===== src/rtl/gpio_pin_pkg.sv =====
package gpio_pin_pkg;

    typedef enum logic [1:0] {
        ST_BOOT   = 2'd0,
        ST_HOST   = 2'd1,
        ST_NOHOST = 2'd2,
        ST_SHDN   = 2'd3
    } ctl_state_e;

    typedef enum logic [1:0] {
        PM_OFF    = 2'd0,
        PM_INPUT  = 2'd1,
        PM_DRIVE  = 2'd2,
        PM_STATUS = 2'd3
    } pin_mode_e;

    localparam int unsigned FIELD_W = 3;
    localparam int unsigned F_EN    = 0;
    localparam int unsigned F_OUT   = 1;
    localparam int unsigned F_SEL   = 2;

endpackage


===== src/rtl/gpio_cfg_regs.sv =====
module gpio_cfg_regs
    import gpio_pin_pkg::*;
#(
    parameter int unsigned NPINS = 3,
    localparam int unsigned CW   = NPINS * FIELD_W + 1
) (
    input  logic             clk,
    input  logic             rst_n,
    input  logic             clear,
    input  logic             wr_accept,
    input  logic [CW-1:0]    wr_data,
    output logic [NPINS-1:0] en_q,
    output logic [NPINS-1:0] out_q,
    output logic [NPINS-1:0] sel_q,
    output logic             clr_pulse
);
    localparam int unsigned FR_BIT = CW - 1;

    always_ff @(posedge clk or negedge rst_n) begin
        if (!rst_n) begin
            en_q      <= '0;
            out_q     <= '0;
            sel_q     <= '0;
            clr_pulse <= 1'b0;
        end else if (clear) begin
            en_q      <= '0;
            out_q     <= '0;
            sel_q     <= '0;
            clr_pulse <= 1'b0;
        end else begin
            clr_pulse <= wr_accept && wr_data[FR_BIT];
            if (wr_accept) begin
                for (int i = 0; i < NPINS; i++) begin
                    en_q[i]  <= wr_data[i*FIELD_W + F_EN];
                    out_q[i] <= wr_data[i*FIELD_W + F_OUT];
                    sel_q[i] <= wr_data[i*FIELD_W + F_SEL];
                end
            end
        end
    end

endmodule


===== src/rtl/gpio_fault_latch.sv =====
module gpio_fault_latch (
    input  logic clk,
    input  logic rst_n,
    input  logic set,
    input  logic clr,
    output logic fault_q
);
    always_ff @(posedge clk or negedge rst_n) begin
        if (!rst_n)   fault_q <= 1'b0;
        else if (set) fault_q <= 1'b1;
        else if (clr) fault_q <= 1'b0;
    end
endmodule


===== src/rtl/gpio_in_sync.sv =====
module gpio_in_sync #(
    parameter int unsigned NPINS  = 3,
    parameter int unsigned STAGES = 2
) (
    input  logic             clk,
    input  logic             rst_n,
    input  logic [NPINS-1:0] d,
    output logic [NPINS-1:0] q
);
    for (genvar p = 0; p < NPINS; p++) begin : g_pin
        logic [STAGES-1:0] chain;
        always_ff @(posedge clk or negedge rst_n) begin
            if (!rst_n) chain <= '0;
            else        chain <= {chain[STAGES-2:0], d[p]};
        end
        assign q[p] = chain[STAGES-1];
    end
endmodule


===== src/rtl/gpio_pin_mux.sv =====
module gpio_pin_mux
    import gpio_pin_pkg::*;
#(
    parameter int unsigned NPINS = 3
) (
    input  pin_mode_e [NPINS-1:0] mode,
    input  logic [NPINS-1:0]      out_bit,
    input  logic [NPINS-1:0]      stat_act,
    input  logic [NPINS-1:0]      in_sync,
    output logic [NPINS-1:0]      oe,
    output logic [NPINS-1:0]      dout,
    output logic [NPINS-1:0]      rd
);
    for (genvar p = 0; p < NPINS; p++) begin : g_pin
        always_comb begin
            oe[p]   = 1'b0;
            dout[p] = 1'b0;
            rd[p]   = 1'b0;
            unique case (mode[p])
                PM_OFF:    ;
                PM_INPUT:  rd[p] = in_sync[p];
                PM_DRIVE: begin
                    oe[p]   = 1'b1;
                    dout[p] = out_bit[p];
                end
                PM_STATUS: oe[p] = stat_act[p];
                default:   ;
            endcase
        end
    end
endmodule


===== src/rtl/gpio_pin_ctrl.sv =====
module gpio_pin_ctrl
    import gpio_pin_pkg::*;
#(
    parameter int unsigned NPINS = 3,
    localparam int unsigned CW   = NPINS * FIELD_W + 1
) (
    input  logic             clk,
    input  logic             rst_n,
    input  logic             shdn,
    input  logic             no_host,
    input  logic             wr_en,
    input  logic [CW-1:0]    wr_cfg,
    input  logic             fault_set,
    input  logic [1:0]       chg_phase,
    input  logic             cx_reached,
    input  logic             lead_acid,
    input  logic [NPINS-1:0] pad_in,
    output logic [NPINS-1:0] pad_oe,
    output logic [NPINS-1:0] pad_do,
    output logic [NPINS-1:0] pin_rd,
    output logic             bkup_fault
);
    ctl_state_e           state_q;
    logic [NPINS-1:0]     en_q, out_q, sel_q, in_sync, stat_act;
    logic                 clr_pulse, fault_q, chg_act, wr_accept, cfg_clear;
    pin_mode_e [NPINS-1:0] mode;

    // state register with its transitions
    always_ff @(posedge clk or negedge rst_n) begin
        if (!rst_n) begin
            state_q <= ST_BOOT;
        end else if (shdn) begin
            state_q <= ST_SHDN;                              // SHDN_ENTER
        end else begin
            unique case (state_q)
                ST_BOOT:   state_q <= no_host ? ST_NOHOST : ST_HOST;
                ST_HOST:   state_q <= ST_HOST;
                ST_NOHOST: state_q <= ST_NOHOST;
                ST_SHDN:   state_q <= ST_BOOT;               // SHDN_EXIT
                default:   state_q <= ST_BOOT;
            endcase
        end
    end

    // per-state pin mode selection
    always_comb begin
        for (int i = 0; i < NPINS; i++) begin
            unique case (state_q)
                ST_HOST:   mode[i] = sel_q[i] ? PM_STATUS :
                                     (en_q[i] ? PM_DRIVE : PM_INPUT);
                ST_NOHOST: mode[i] = PM_STATUS;
                ST_BOOT,
                ST_SHDN:   mode[i] = PM_OFF;
                default:   mode[i] = PM_OFF;
            endcase
        end
    end

    assign wr_accept = wr_en && !shdn && (state_q == ST_HOST);
    assign cfg_clear = (state_q == ST_SHDN);
    assign chg_act   = (chg_phase != 2'b00);

    for (genvar p = 0; p < NPINS; p++) begin : g_stat
        if (p == 0) begin : g_charge
            assign stat_act[p] = lead_acid ? cx_reached : chg_act;
        end else if (p == 1) begin : g_fault
            assign stat_act[p] = fault_q;
        end else begin : g_plain
            assign stat_act[p] = chg_act;
        end
    end

    gpio_cfg_regs #(.NPINS(NPINS)) u_regs (
        .clk(clk), .rst_n(rst_n), .clear(cfg_clear), .wr_accept(wr_accept),
        .wr_data(wr_cfg), .en_q(en_q), .out_q(out_q), .sel_q(sel_q),
        .clr_pulse(clr_pulse)
    );

    gpio_fault_latch u_fault (
        .clk(clk), .rst_n(rst_n), .set(fault_set), .clr(clr_pulse),
        .fault_q(fault_q)
    );

    gpio_in_sync #(.NPINS(NPINS), .STAGES(2)) u_sync (
        .clk(clk), .rst_n(rst_n), .d(pad_in), .q(in_sync)
    );

    gpio_pin_mux #(.NPINS(NPINS)) u_mux (
        .mode(mode), .out_bit(out_q), .stat_act(stat_act), .in_sync(in_sync),
        .oe(pad_oe), .dout(pad_do), .rd(pin_rd)
    );

    assign bkup_fault = fault_q;

endmodule


===== config.mk =====
export PLATFORM = sky130hd
export DESIGN_NAME = gpio_pin_ctrl
export DESIGN_NICKNAME = d
export VERILOG_FILES = /design/src/rtl/gpio_pin_pkg.sv /design/src/rtl/gpio_cfg_regs.sv /design/src/rtl/gpio_fault_latch.sv /design/src/rtl/gpio_in_sync.sv /design/src/rtl/gpio_pin_mux.sv /design/src/rtl/gpio_pin_ctrl.sv
export SDC_FILE = /design/constraint.sdc
export NUM_CORES = 1
export LEC_CHECK = 0
export BUFFER_PORTS_ARGS = -buffer_cell sky130_fd_sc_hd__buf_2
export CAP_MARGIN = 30
export CORE_MARGIN = 2
export CORE_UTILIZATION = 46
export DETAILED_ROUTE_END_ITERATION = 10
export HOLD_SLACK_MARGIN = 0.08
export PLACE_DENSITY = 0.84
export REMOVE_ABC_BUFFERS = 1
export SKIP_LAST_GASP = 1
export SLEW_MARGIN = 0
export SYNTH_ARGS = -nofsm -noshare
export SYNTH_HDL_FRONTEND = slang
export SYNTH_SLANG_ARGS = --single-unit

===== constraint.sdc =====
create_clock -name clk -period 1.41 [get_ports clk]
set_input_delay 0.0705 -clock clk [delete_from_list [all_inputs] [get_ports clk]]
set_output_delay 0.0705 -clock clk [all_outputs]
set_load 0.01 [all_outputs]

# ---- Word-level counts from Yosys, hierarchy flattened
# Index checks and enable logic that the tools add are counted.
dict set report word_totals {
  reg_bits 19
  in_bits 23
  output_inout_bits 10
  word_cells 61
}
dict set report classes {
  n_eq_ne 12
  n_mux 31
  reduce_logical 9
}
# cell n
set op_table {}
lappend op_table {{2-to-1 mux 3 bit} 6}
lappend op_table {{case mux 2 bit (3 select lines)} 3}
lappend op_table {{equality test 2 bit, second input constant} 8}
lappend op_table {{2-to-1 mux 2 bit} 8}
lappend op_table {{2-to-1 mux 1 bit} 10}
lappend op_table {{equality test 2 x 1 -> 1 bit, second input constant} 4}
lappend op_table {{case mux 2 bit (4 select lines)} 1}
lappend op_table {{case mux 1 bit (2 select lines)} 3}
lappend op_table {{nonzero test 2 bit} 3}
lappend op_table {{logical AND 1 bit} 3}
lappend op_table {{zero test 2 bit} 1}
lappend op_table {{OR reduction 2 bit} 1}
lappend op_table {{zero test 1 bit} 1}

# ---- Longest topological paths before layout
# Gate-level depths: netlist (run 1).
dict set report logic_depth {
  ltp_word 5
  mapped_depth 4
  mapped_depth_nobuf 3
}

# ---- By module
# A second synthesis (run 1) with hierarchy kept.
dict set report unflattened {
  hier_cells 83
  area_unflattened_um2 869.6
}
# module n_inst cells_each area_per_inst_um2 seq_area_each_um2
set by_module_without_submodules {}
lappend by_module_without_submodules {gpio_cfg_regs 1 32 397.9 250.2}
lappend by_module_without_submodules {gpio_pin_ctrl 1 24 180.2 50.0}
lappend by_module_without_submodules {gpio_in_sync 1 9 172.7 150.1}
lappend by_module_without_submodules {gpio_pin_mux 1 15 82.6 0.0}
lappend by_module_without_submodules {gpio_fault_latch 1 3 36.3 25.0}

# ---- Least setup slack after synthesis (run 1)
# Ideal clock, no wire load.
dict set report synth_path {
  path_kind {reg2out}
  start {register state_q[1]}
  end {output pad_oe[2]}
  arrival_time_ns 1.124
  setup_slack_ns 0.216
  stages_incl_launch_ff 4
  n_path_buf 1
  path_cell_list {dfrtp_1 nand2b_1 buf_2 o32ai_1}
}
dict set report synth_between {
  elab_chain_cells 5
  elab_cells_between_ends 9
}
# item line_no
set synth_lines {}
lappend synth_lines {{from (decl)} gpio_pin_ctrl.sv:23} ;# ctl_state_e state_q;
lappend synth_lines {{from (signal assigned)} gpio_pin_ctrl.sv:36} ;# ST_BOOT: state_q <= no_host ? ST_NOHOST : ST_HOST;
lappend synth_lines {{equality test 2 bit or zero test 2 bit (tied branches)} gpio_pin_ctrl.sv:48} ;# unique case (state_q)
lappend synth_lines {{OR reduction 2 bit} gpio_pin_ctrl.sv:48}
lappend synth_lines {{case mux 2 bit (3 select lines) (*)} gpio_pin_ctrl.sv:48}
lappend synth_lines {{equality test 2 bit} gpio_pin_mux.sv:19} ;# unique case (mode[p])
lappend synth_lines {{case mux 1 bit (2 select lines) (*)} gpio_pin_mux.sv:19}
lappend synth_lines {{to (decl)} gpio_pin_ctrl.sv:18} ;# output logic [NPINS-1:0] pad_oe,
# Every way passes the cells marked *; elsewhere a longest branch is shown, timed or not.

# ---- Worst setup path after layout (run 1)
dict set report layout_path {
  start {register state_q[1]}
  end {output pad_oe[0]}
}
# The elaborated chain is that of the path after synthesis.

==> results.py, run 1 <==
metrics = {
    "logic_synthesis": {
        "synth_edf_count": 0,
        "ys.flop_type": "dfrtp_1",
        "yosys_warnings": 0,
        "synthesis.area_um2": 828,
        "async_reset_ff_frac": 1.00,
        "avgSynthCellArea_um2": 12.9,
        "syn_inst": 64,
        "ys_ff_latch": 19,
        "synth_seq_area_share": 0.574,
        "synth.distinct_cells": 27,
    },
    "placed_design": {
        "dp_slack_ns": 0.140,
        "dp_cells": 120,
        "io_buffers": 32,
        "hpwl_um": 1200,
        "gp_congestion": 0.790,
    },
    "routing": {
        "wl_per_cell_um": 13.1,
        "drt_first_pass_iters": 4,
        "drtIter0Drc": 9,
        "num_vias": 706,
        "viasPerCell": 4.94,
        "drc": 0,
        "finalWirelength_um": 1870,
        "final_antenna_net_count": 0,
    },
    "critical_path": {
        "crit_fanout": 6,
        "worstPathArrival_ns": 1.45,
        "r2r_cells": 4,
        "crit_type": "flip-flop to primary output",
        "worstPathCellList": "buf_6, and2b_2, o211ai_1, nand2_1, buf_2",
        "startpoint": "state_q[1]",
        "slowest_stage": "dfrtp_1",
        "r2r_end": "state_q[1]",
        "startpoint_type": "flip-flop",
        "end_kind": "primary output",
        "crit_path_end": "pad_oe[0]",
        "worstPathRequired_ns": 1.34,
        "max_stage_delay_ns": 0.41,
        "r2r_start": "state_q[1]",
        "r2r_setup_slack_ns": 0.04,
    },
    "layout": {
        "diodes": 0,
        "layoutNonFillerInstCount": 143,
        "nets": 142,
        "area_growth_pct": 52.3,
        "layout-drive-gt1-share": 0.466,
    },
    "floorplanning": {
        "io_pins": 33,
        "fp.dieH_um": 46.4,
        "dieArea_um2": 2160,
        "std_cell_rows": 15,
        "fp.coreArea_um2": 1710,
        "initial_core_util": 0.485,
        "die_w_um": 46.4,
    },
    "outcome": {
        "violations": "negative setup slack",
        "status": "finished with violations",
    },
    "global_routing": {
        "antenna_found_initial": 0,
        "overflow": 0,
        "grt.total_usage": 0.194,
        "grt_pass1_wl_um": 2870,
        "grt_start_max_net_pins": 20,
        "grt_pass1_vias": 659,
    },
    "clocking": {
        "cts_root_buf": "clkbuf_4",
        "cts_buffer_depth": 2,
        "clkTransAtPathRegs_ns": 0.11,
        "h-tree-depth": 1,
        "cts_tree": "yes",
        "clk_latency_ns": 0.29,
        "cts_sinks": 19,
        "numCtsBuffers": 3,
    },
    "sta": {
        "min_period_ns": 1.52,
        "timing.final.crit_share": 1.08,
        "setup_ws_ns": -0.106,
        "tightest_slew_ns": 0.436,
        "slew_headroom": 0.709,
        "hold_violations": 0,
        "finalSetupViolCount": 6,
        "rsz0062_at_grt": "yes",
        "max_freq_mhz": 660,
        "slew_violations": 0,
        "clock_skew_ns": 0.000491,
    },
    "min_path": {
        "hold_path.class": "primary input to flip-flop",
    },
    "power_and_ir_drop": {
        "p_leak_uw": 0.000607,
        "vdd_drop_max_v": 0.000599,
        "p_per_area_nw_per_um2": 849,
    },
    "run": {
        "maxCapViolCount": 0,
    },
}
-- Yosys cell counts (2+ instances only) --
library cell  count  area share
nor2_1            2      0.0091
a22o_1            9       0.095
nor3_1            2       0.012
nand2b_1          2       0.015
nor4b_2           4       0.073
o21bai_1          2       0.018
inv_1             2      0.0091
nand2_1           4       0.018
dfrtp_1          19        0.57
-- state kept, by name (all words and copies together) (netlist names) --
register	flops
state_q	2
u_regs.en_q	3
u_regs.out_q	3
u_fault.fault_q	1
u_regs.sel_q	3
u_sync.g_pin.chain	6
u_regs.clr_pulse	1
-- critical path, delay by kind of cell, from the launching register on --
family	cells	cell delay (ns)
AO/OA/AOI/OAI	1	0.18
AND/OR/NAND/NOR	2	0.27
flip-flops	1	0.41
buffers and inverters	2	0.28
-- timing repair --
action | in CTS | in global routing
gates resized for setup | 2 | 7
pin swaps | 2 | 1
cloned | 0 | 0
endpoints found under the hold margin | 35 | 0
hold buffers | 17 | 0
endpoints found under the setup margin | 9 | 9
buffers inserted | 0 | 2
-- area by class of cell --
type / count / area (um2)
flip-flops and latches: 19 / 477
clock inverters: 1 / 5.00
well taps: 25 / 31.3
fillers: 115 / 447
clock buffers: 3 / 22.5
repair buffers: 52 / 357
multi-input cells: 41 / 362
inverters: 2 / 7.51
-- layout by cell type (no fill, tap or decap), drive strengths merged, types with 2 or more instances in the layout --
cell	netlist	final
nand2	4	4
nor4b	4	4
dfrtp	19	19
o21bai	2	2
inv	2	2
buf	2	35
clkbuf	0	3
nor2b	2	2
nor3	2	2
o21ai	2	2
nand2b	2	2
a22o	9	9
nor2	2	2
and2b	2	2
dlygate4sd3	0	17
-- kinds of logic after synthesis --
logic type | after synthesis | share of synthesized area
flip-flops | 19 | 0.574
multiplexers | 1 | 0.0121
AND/OR/NAND/NOR | 23 | 0.221
AO/OA/AOI/OAI | 17 | 0.165
buffers and inverters | 4 | 0.0287
-- through the flow --
step	hold slack [ns]	instance area, um2	power, uW	util	setup TNS, ns
2_1_floorplan	-0.225	812	676	-	0
3_3_place_gp	0.0251	1010	746	0.592	0
3_5_place_dp	0.0360	1010	752	0.592	0
4_1_cts	0.102	1210	1060	0.711	-0.640
5_1_grt	0.146	1260	1120	0.738	-0.767
6_report	0.114	1260	1070	0.738	-0.282
-- layer usage --
layer  vias to the layer above  routed length (um)  track usage  share of wire
met1                       336                 831        0.250           0.44
li1                        342                   -            -              -
met5                         -                   0            0              0
met2                        24                 946        0.317           0.51
met4                         0                  21        0.103          0.011
met3                         4                  70       0.0235          0.037
-- power by group --
part           switching (uW)  internal [uW]  leakage (uW)
clock network             166            106     0.0000177
logic                    84.8            117      0.000352
registers                25.9            571      0.000237
total                     277            794      0.000607
-- worst min-delay path by stage --
| stage | endpoint | depth (start not counted) | slack (ns) | startpoint |
|---|---|---|---|---|
| 2_1_floorplan | state_q[0] | 0 | -0.23 | rst_n |
| 6_report | state_q[0] | 3 | 0.11 | no_host |
| 3_5_place_dp | u_regs.out_q[0] | 1 | 0.04 | rst_n |
| 5_1_grt | state_q[0] | 3 | 0.15 | no_host |
| 4_1_cts | state_q[0] | 3 | 0.10 | no_host |
| 3_3_place_gp | u_sync.g_pin[0].chain[0] | 1 | 0.03 | rst_n |
Power figures use the tool's default switching activity.
==> run 2: changes to the inputs <==
CORE_UTILIZATION = 47   (was 46)
PLACE_DENSITY = 0.85   (was 0.84)
SYNTH_HIERARCHICAL = 1   (was default)
==> run 2 against run 1 <==
The flow still finishes with violations (negative setup slack). Setup slack lost 0.051 ns. Clock power decreased by 1%. Count of clock-buffer cells in the layout stayed put. Critical path depth unchanged. Synthesized area is 5.0% higher. First-iteration DRC count down 22%. Via count up 9.8%. Largest cell class unchanged.
==> results.py, run 2 <==
metrics = {
    "logic_synthesis": {
        "synthesis.area_um2": 870,
        "synth_xor_area_frac": 0,
        "avgSynthCellArea_um2": 10.5,
        "yosys.area_share.simple": 0.188,
        "yosys.cell_count.top_type": "dfrtp_1",
        "synth_compound_area_frac": 0.0863,
        "async_reset_ff_frac": 1.00,
        "syn_inst": 83,
        "yosys_warnings": 6,
        "ys_ff_latch": 19,
        "ys.flop_type": "dfrtp_1",
        "synth_common_cells": "dfrtp_1 (19), nor2_1 (17), mux2i_1 (9), o21ai_0 (6)",
        "synthMuxAreaShare": 0.117,
        "synth_edf_count": 0,
        "synth_top_area_cell": "dfrtp_1",
        "synth.distinct_cells": 20,
        "ys_top_cells_by_area": "dfrtp_1 (55%), mux2i_1 (10%), nor2_1 (7.3%), o21ai_0 (3.5%), and3b_1 (3.0%)",
        "synth_seq_area_share": 0.547,
        "synthAdderAreaFrac": 0,
        "synth_top_family_by_area": "simple AND/OR/NAND/NOR gates",
        "synth_top_area_share": 0.547,
    },
    "global_routing": {
        "grt_pass1_wl_um": 3400,
        "grt_pass1_vias": 851,
        "grt.total_usage": 0.220,
        "antenna_found_initial": 0,
        "grt_start_max_net_pins": 20,
        "overflow": 0,
    },
    "critical_path": {
        "worstPathArrival_ns": 1.50,
        "startpoint_type": "flip-flop",
        "startpoint": "state_q[1]",
        "crit_fanout": 6,
        "max_stage_delay_ns": 0.38,
        "worstPathRequired_ns": 1.34,
        "r2r_start": "state_q[1]",
        "worstPathCellList": "buf_6, or2b_4, o21ai_4, and3b_1, buf_2",
        "end_kind": "primary output",
        "crit_type": "flip-flop to primary output",
        "slowest_stage": "dfrtp_1",
    },
    "routing": {
        "num_vias": 775,
        "final_antenna_net_count": 0,
        "wl_per_cell_um": 12.8,
        "finalWirelength_um": 2050,
        "drtIter0Drc": 7,
        "drc": 0,
        "drt_first_pass_iters": 4,
        "viasPerCell": 4.81,
    },
    "layout": {
        "nets": 160,
        "layout-drive-gt1-share": 0.397,
        "register_area_um2": 477,
        "final_area_um2": 1320,
        "largest_register_ffs": 6,
        "diodes": 0,
        "top_register": "u_sync/g_pin.chain",
        "layout_commonest_cell": "buf_2",
        "layout_common_cells": "buf_2 (32), dfrtp_1 (18), nor2_1 (17), dlygate4sd3_1 (17), mux2i_1 (9)",
        "multi_input_area_um2": 402,
        "fill_cells": 125,
        "area_growth_pct": 52.2,
    },
    "power_and_ir_drop": {
        "p_total_uw": 1090,
        "pwr-share-seq": 0.535,
        "vdd_drop_max_v": 0.000846,
        "p_per_area_nw_per_um2": 826,
        "swShare": 0.265,
        "clkPwrFrac": 0.245,
        "p_leak_uw": 0.000662,
        "power_frac_comb": 0.221,
        "p_switching_uw": 290,
        "p_int_uw": 803,
    },
    "sta": {
        "max_freq_mhz": 638,
        "clock_skew_ns": 0.00992,
        "tightest_slew_ns": 0.416,
        "hold_violations": 0,
        "setup_ws_ns": -0.156,
        "timing.final.crit_share": 1.11,
        "rsz0062_at_grt": "yes",
        "finalSetupViolCount": 15,
        "slew_headroom": 0.723,
        "fin_setup_tns_ns": -1.51,
        "slew_violations": 0,
        "min_period_ns": 1.57,
    },
    "clocking": {
        "h-tree-depth": 1,
        "clkTransAtPathRegs_ns": 0.11,
        "cts_root_buf": "clkbuf_4",
        "cts_buffer_depth": 2,
        "clk_latency_ns": 0.29,
        "numCtsBuffers": 3,
        "cts_tree": "yes",
        "cts_sinks": 19,
    },
    "placed_design": {
        "gp_congestion": 0.766,
        "io_buffers": 32,
        "hpwl_um": 1320,
        "dpl_cell_area_um2": 1050,
    },
    "floorplanning": {
        "die_w_um": 47.0,
        "std_cell_rows": 15,
        "io_pins": 33,
        "dieArea_um2": 2210,
        "fp.dieH_um": 47.0,
        "initial_core_util": 0.504,
        "fp.coreArea_um2": 1730,
    },
    "outcome": {
        "violations": "negative setup slack",
        "status": "finished with violations",
    },
    "min_path": {
        "hold_path.class": "primary input to asynchronous set/reset pin",
    },
    "run": {
        "maxCapViolCount": 0,
    },
}
run 2: cell types whose count changed in the layout (fill, tap and decap cells not counted), sizes merged, moves of 2 or more:
cell | before | now
a21boi | 0 | 3
a22o | 9 | 0
and2b | 2 | 0
and3b | 1 | 3
buf | 35 | 37
inv | 2 | 4
mux2i | 1 | 9
nor2 | 2 | 17
nor2b | 2 | 4
nor3 | 2 | 0
nor4b | 4 | 0
o21ai | 2 | 6
run 2: layout make-up:
cell class	instances	area share
sequential	19	0.360
timing repair buffer	54	0.281
multi-input combinational	55	0.303
clock inverter	1	0.00378
clock buffer	3	0.0170
inverter	4	0.0113
tap	25	0.0236
run 2: critical path: cells and delay by family, from the launching register on:
family / cells / cell delay, ns
AOI/OAI and AO/OA: 1 / 0.09
buffers and inverters: 2 / 0.23
DFF: 1 / 0.38
and+or+nand+nor: 2 / 0.51
run 2: kinds of logic (layout without fill, tap and decap cells):
family | after synthesis | after routing
buffers and inverters | 9 | 62
AO/OA/AOI/OAI | 12 | 12
multiplexers | 10 | 10
AND/OR/NAND/NOR | 33 | 33
flip-flops | 19 | 19
run 2: final timing paths:
path / cells after the start / slack [ns] / endpoint
worst max-delay path: 5 / -0.16 / pad_do[2]
worst min-delay path: 2 / 0.22 / u_sync/g_pin[2].chain[0]
worst max register to register: 5 / -0.07 / u_regs/sel_q[0]
worst min register to register: 0 / 0.36 / u_sync/g_pin[0].chain[1]
max in group asynchronous: 2 / 0.86 / state_q[0]
min in group clk: 5 / 0.32 / u_regs/clr_pulse
run 2: per-layer routing:
metal / part of all wire / global-route usage / vias to the layer above
met2: 0.53 / 0.395 / 28
li1: - / - / 375
met4: 0.0088 / 0.0833 / 0
met5: 0 / 0 / -
met1: 0.42 / 0.262 / 370
met3: 0.047 / 0.0385 / 2
run 2: stage by stage:
stage          hold WS [ns]  instances   util  setup WS (ns)
6_report              0.225        161  0.767         -0.156
5_1_grt               0.268        161  0.767         -0.240
3_3_place_gp         0.0195        138  0.608         0.0463
4_1_cts               0.233        161  0.768         -0.150
3_5_place_dp         0.0240        138  0.608        -0.0183
2_1_floorplan        -0.225         78      -         -0.724
run 2: power by group through the flow:
stage               combinational [uW]  clock (uW)  sequential, uW
CTS                                239         271             584
global placement                   158           0             591
finish                             241         268             584
floorplan                         83.4           0             590
detailed placement                 164           0             592
global route                       268         289             587
run 2: repair_timing:
item,in CTS,in global routing
pin swaps,2,3
resized for setup,21,0
hold buffers,18,0
hold endpoints to repair,35,0
gates cloned,0,0
buffers inserted,1,1
endpoints found under the setup margin,15,19
==> run 3: changes to the inputs <==
CORE_ASPECT_RATIO = 1.25   (was default)
RECOVER_POWER = 50   (was default)
==> run 3 against run 2 <==
The run still ends with negative setup slack left. Sequential share of layout area is 0.48 points higher. Flip-flop and latch count stayed put. Cell count is 4.3% lower. Clock power is 7.5% higher. Global-route usage is 0.27 points higher. Critical path type unchanged. Largest power group unchanged. Highest routed layer unchanged. Design area is 1.3% lower.
==> results.py, run 3 (synthesis results as in run 2) <==
metrics = {
    "outcome": {
        "status": "finished with violations",
        "violations": "negative setup slack",
    },
    "routing": {
        "num_vias": 767,
        "drtIter0Drc": 7,
        "drc": 0,
        "viasPerCell": 4.98,
        "wl_per_cell_um": 13.2,
        "finalWirelength_um": 2030,
        "final_antenna_net_count": 0,
        "drt_first_pass_iters": 4,
    },
    "floorplanning": {
        "fp.dieH_um": 52.1,
        "fp.coreArea_um2": 1740,
        "io_pins": 33,
        "dieArea_um2": 2210,
        "std_cell_rows": 17,
        "die_w_um": 42.5,
        "initial_core_util": 0.499,
    },
    "layout": {
        "area_growth_pct": 50.2,
        "multi_input_area_um2": 400,
        "largest_register_ffs": 6,
        "layoutNonFillerInstCount": 154,
        "fill_cells": 124,
        "layout-drive-gt1-share": 0.400,
        "diodes": 0,
        "nets": 159,
        "register_area_um2": 477,
        "final_util": 0.749,
        "top_register": "u_sync/g_pin.chain",
        "layout_common_cells": "buf_2 (31), dfrtp_1 (18), nor2_1 (17), dlygate4sd3_1 (17), mux2i_1 (9)",
        "layout_commonest_cell": "buf_2",
        "final_area_um2": 1310,
    },
    "global_routing": {
        "antenna_found_initial": 0,
        "overflow": 0,
        "grt_pass1_vias": 815,
        "grt_pass1_wl_um": 3550,
        "grt.total_usage": 0.223,
        "grt_start_max_net_pins": 20,
    },
    "min_path": {
        "hold_path.class": "primary input to flip-flop",
    },
    "critical_path": {
        "end_kind": "primary output",
        "startpoint": "state_q[1]",
        "startpoint_type": "flip-flop",
        "crit_fanout": 6,
        "crit_family": "simple AND/OR/NAND/NOR gates",
        "r2r_end": "u_regs/en_q[2]",
        "r2r_setup_slack_ns": -0.10,
        "worstPathRequired_ns": 1.34,
        "max_stage_delay_ns": 0.41,
        "path_buf_inv": 2,
        "r2r_cells": 5,
        "slowest_stage": "dfrtp_1",
        "path_depth": 5,
        "crit_type": "flip-flop to primary output",
        "worstPathArrival_ns": 1.57,
        "crit_path_end": "pin_rd[1]",
        "r2r_start": "state_q[1]",
        "worstPathCellList": "buf_6, or2b_4, o21ai_2, and3b_1, buf_2",
    },
    "sta": {
        "fin_setup_tns_ns": -2.23,
        "rsz0062_at_grt": "yes",
        "clock_skew_ns": 0.00518,
        "finalSetupViolCount": 18,
        "min_period_ns": 1.64,
        "timing.final.crit_share": 1.16,
        "tightest_slew_ns": 0.995,
        "slew_violations": 0,
        "slew_headroom": 0.336,
        "setup_ws_ns": -0.228,
        "max_freq_mhz": 610,
        "hold_violations": 0,
    },
    "run": {
        "maxCapViolCount": 0,
    },
    "clocking": {
        "clk_latency_ns": 0.31,
        "h-tree-depth": 1,
        "cts_tree": "yes",
        "clkTransAtPathRegs_ns": 0.11,
        "cts_sinks": 19,
        "cts_root_buf": "clkbuf_4",
        "numCtsBuffers": 3,
        "cts_buffer_depth": 2,
    },
    "placed_design": {
        "io_buffers": 32,
        "hpwl_um": 1260,
        "dpl_cell_area_um2": 1040,
        "dp_slack_ns": 0.0117,
        "dp_cells": 132,
        "gp_congestion": 0.680,
    },
    "power_and_ir_drop": {
        "p_leak_uw": 0.000654,
        "p_per_area_nw_per_um2": 848,
        "vdd_drop_max_v": 0.000559,
    },
}
## run 3: cell count changes in the layout (fill, tap and decap cells not counted)
cell      delta
buf_2        -1
o21ai_4      -1
buf_4        -1
a21boi_2     +1
nand2_1      -1
nand2_2      +1
o21ai_2      +1
a21boi_1     -1
clkbuf_1     +1
## run 3: repair_timing
item	4_1_cts	5_1_grt
cloned	0	0
hold endpoints to repair	35	0
resized for setup	21	1
setup buffers	1	0
hold buffers	17	0
pin swaps	0	0
endpoints found under the setup margin	10	18
## run 3: worst min path at each step
stage / cells past startpoint / start / endpoint / slack [ns]
floorplan: 0 / rst_n / state_q[0] / -0.23
global placement: 1 / rst_n / state_q[0] / 0.02
detailed placement: 1 / rst_n / state_q[0] / 0.03
CTS: 2 / rst_n / u_regs/out_q[1] / 0.22
global route: 5 / wr_en / u_regs/clr_pulse / 0.34
finish: 5 / wr_en / u_regs/clr_pulse / 0.32
## run 3: layout make-up
cell class              instances  area share
clock buffers                   3      0.0172
multi-input cells              55       0.307
repair buffers                 53       0.278
clock inverters                 1     0.00383
flip-flops and latches         19       0.365
well taps                      19      0.0182
inverters                       4      0.0115
## run 3: power breakdown
part           internal, uW  leakage [uW]  switching [uW]
Combinational           126      0.000398             109
Clock                   106     0.0000177             182
Sequential              569      0.000238            15.7
Total                   801      0.000654             307
## run 3: stage by stage
step / power, uW / hold slack (ns)
CTS: 1110 / 0.215
floorplan: 673 / -0.225
detailed placement: 755 / 0.0258
finish: 1110 / 0.318
global route: 1170 / 0.337
global placement: 748 / 0.0228
## run 3: layer usage
layer	track usage	part of all wire	routed length, um
met5	0	0	0
met4	0.109	0.024	48
met3	0.0243	0.047	95
met2	0.403	0.52	1060
met1	0.260	0.41	829
## run 3: worst min-delay path: cells and delay by family
| family | cells | cell delay, ns |
|---|---|---|
| AND/OR/NAND/NOR | 3 | 0.28 |
| buffers and inverters | 2 | 0.25 |
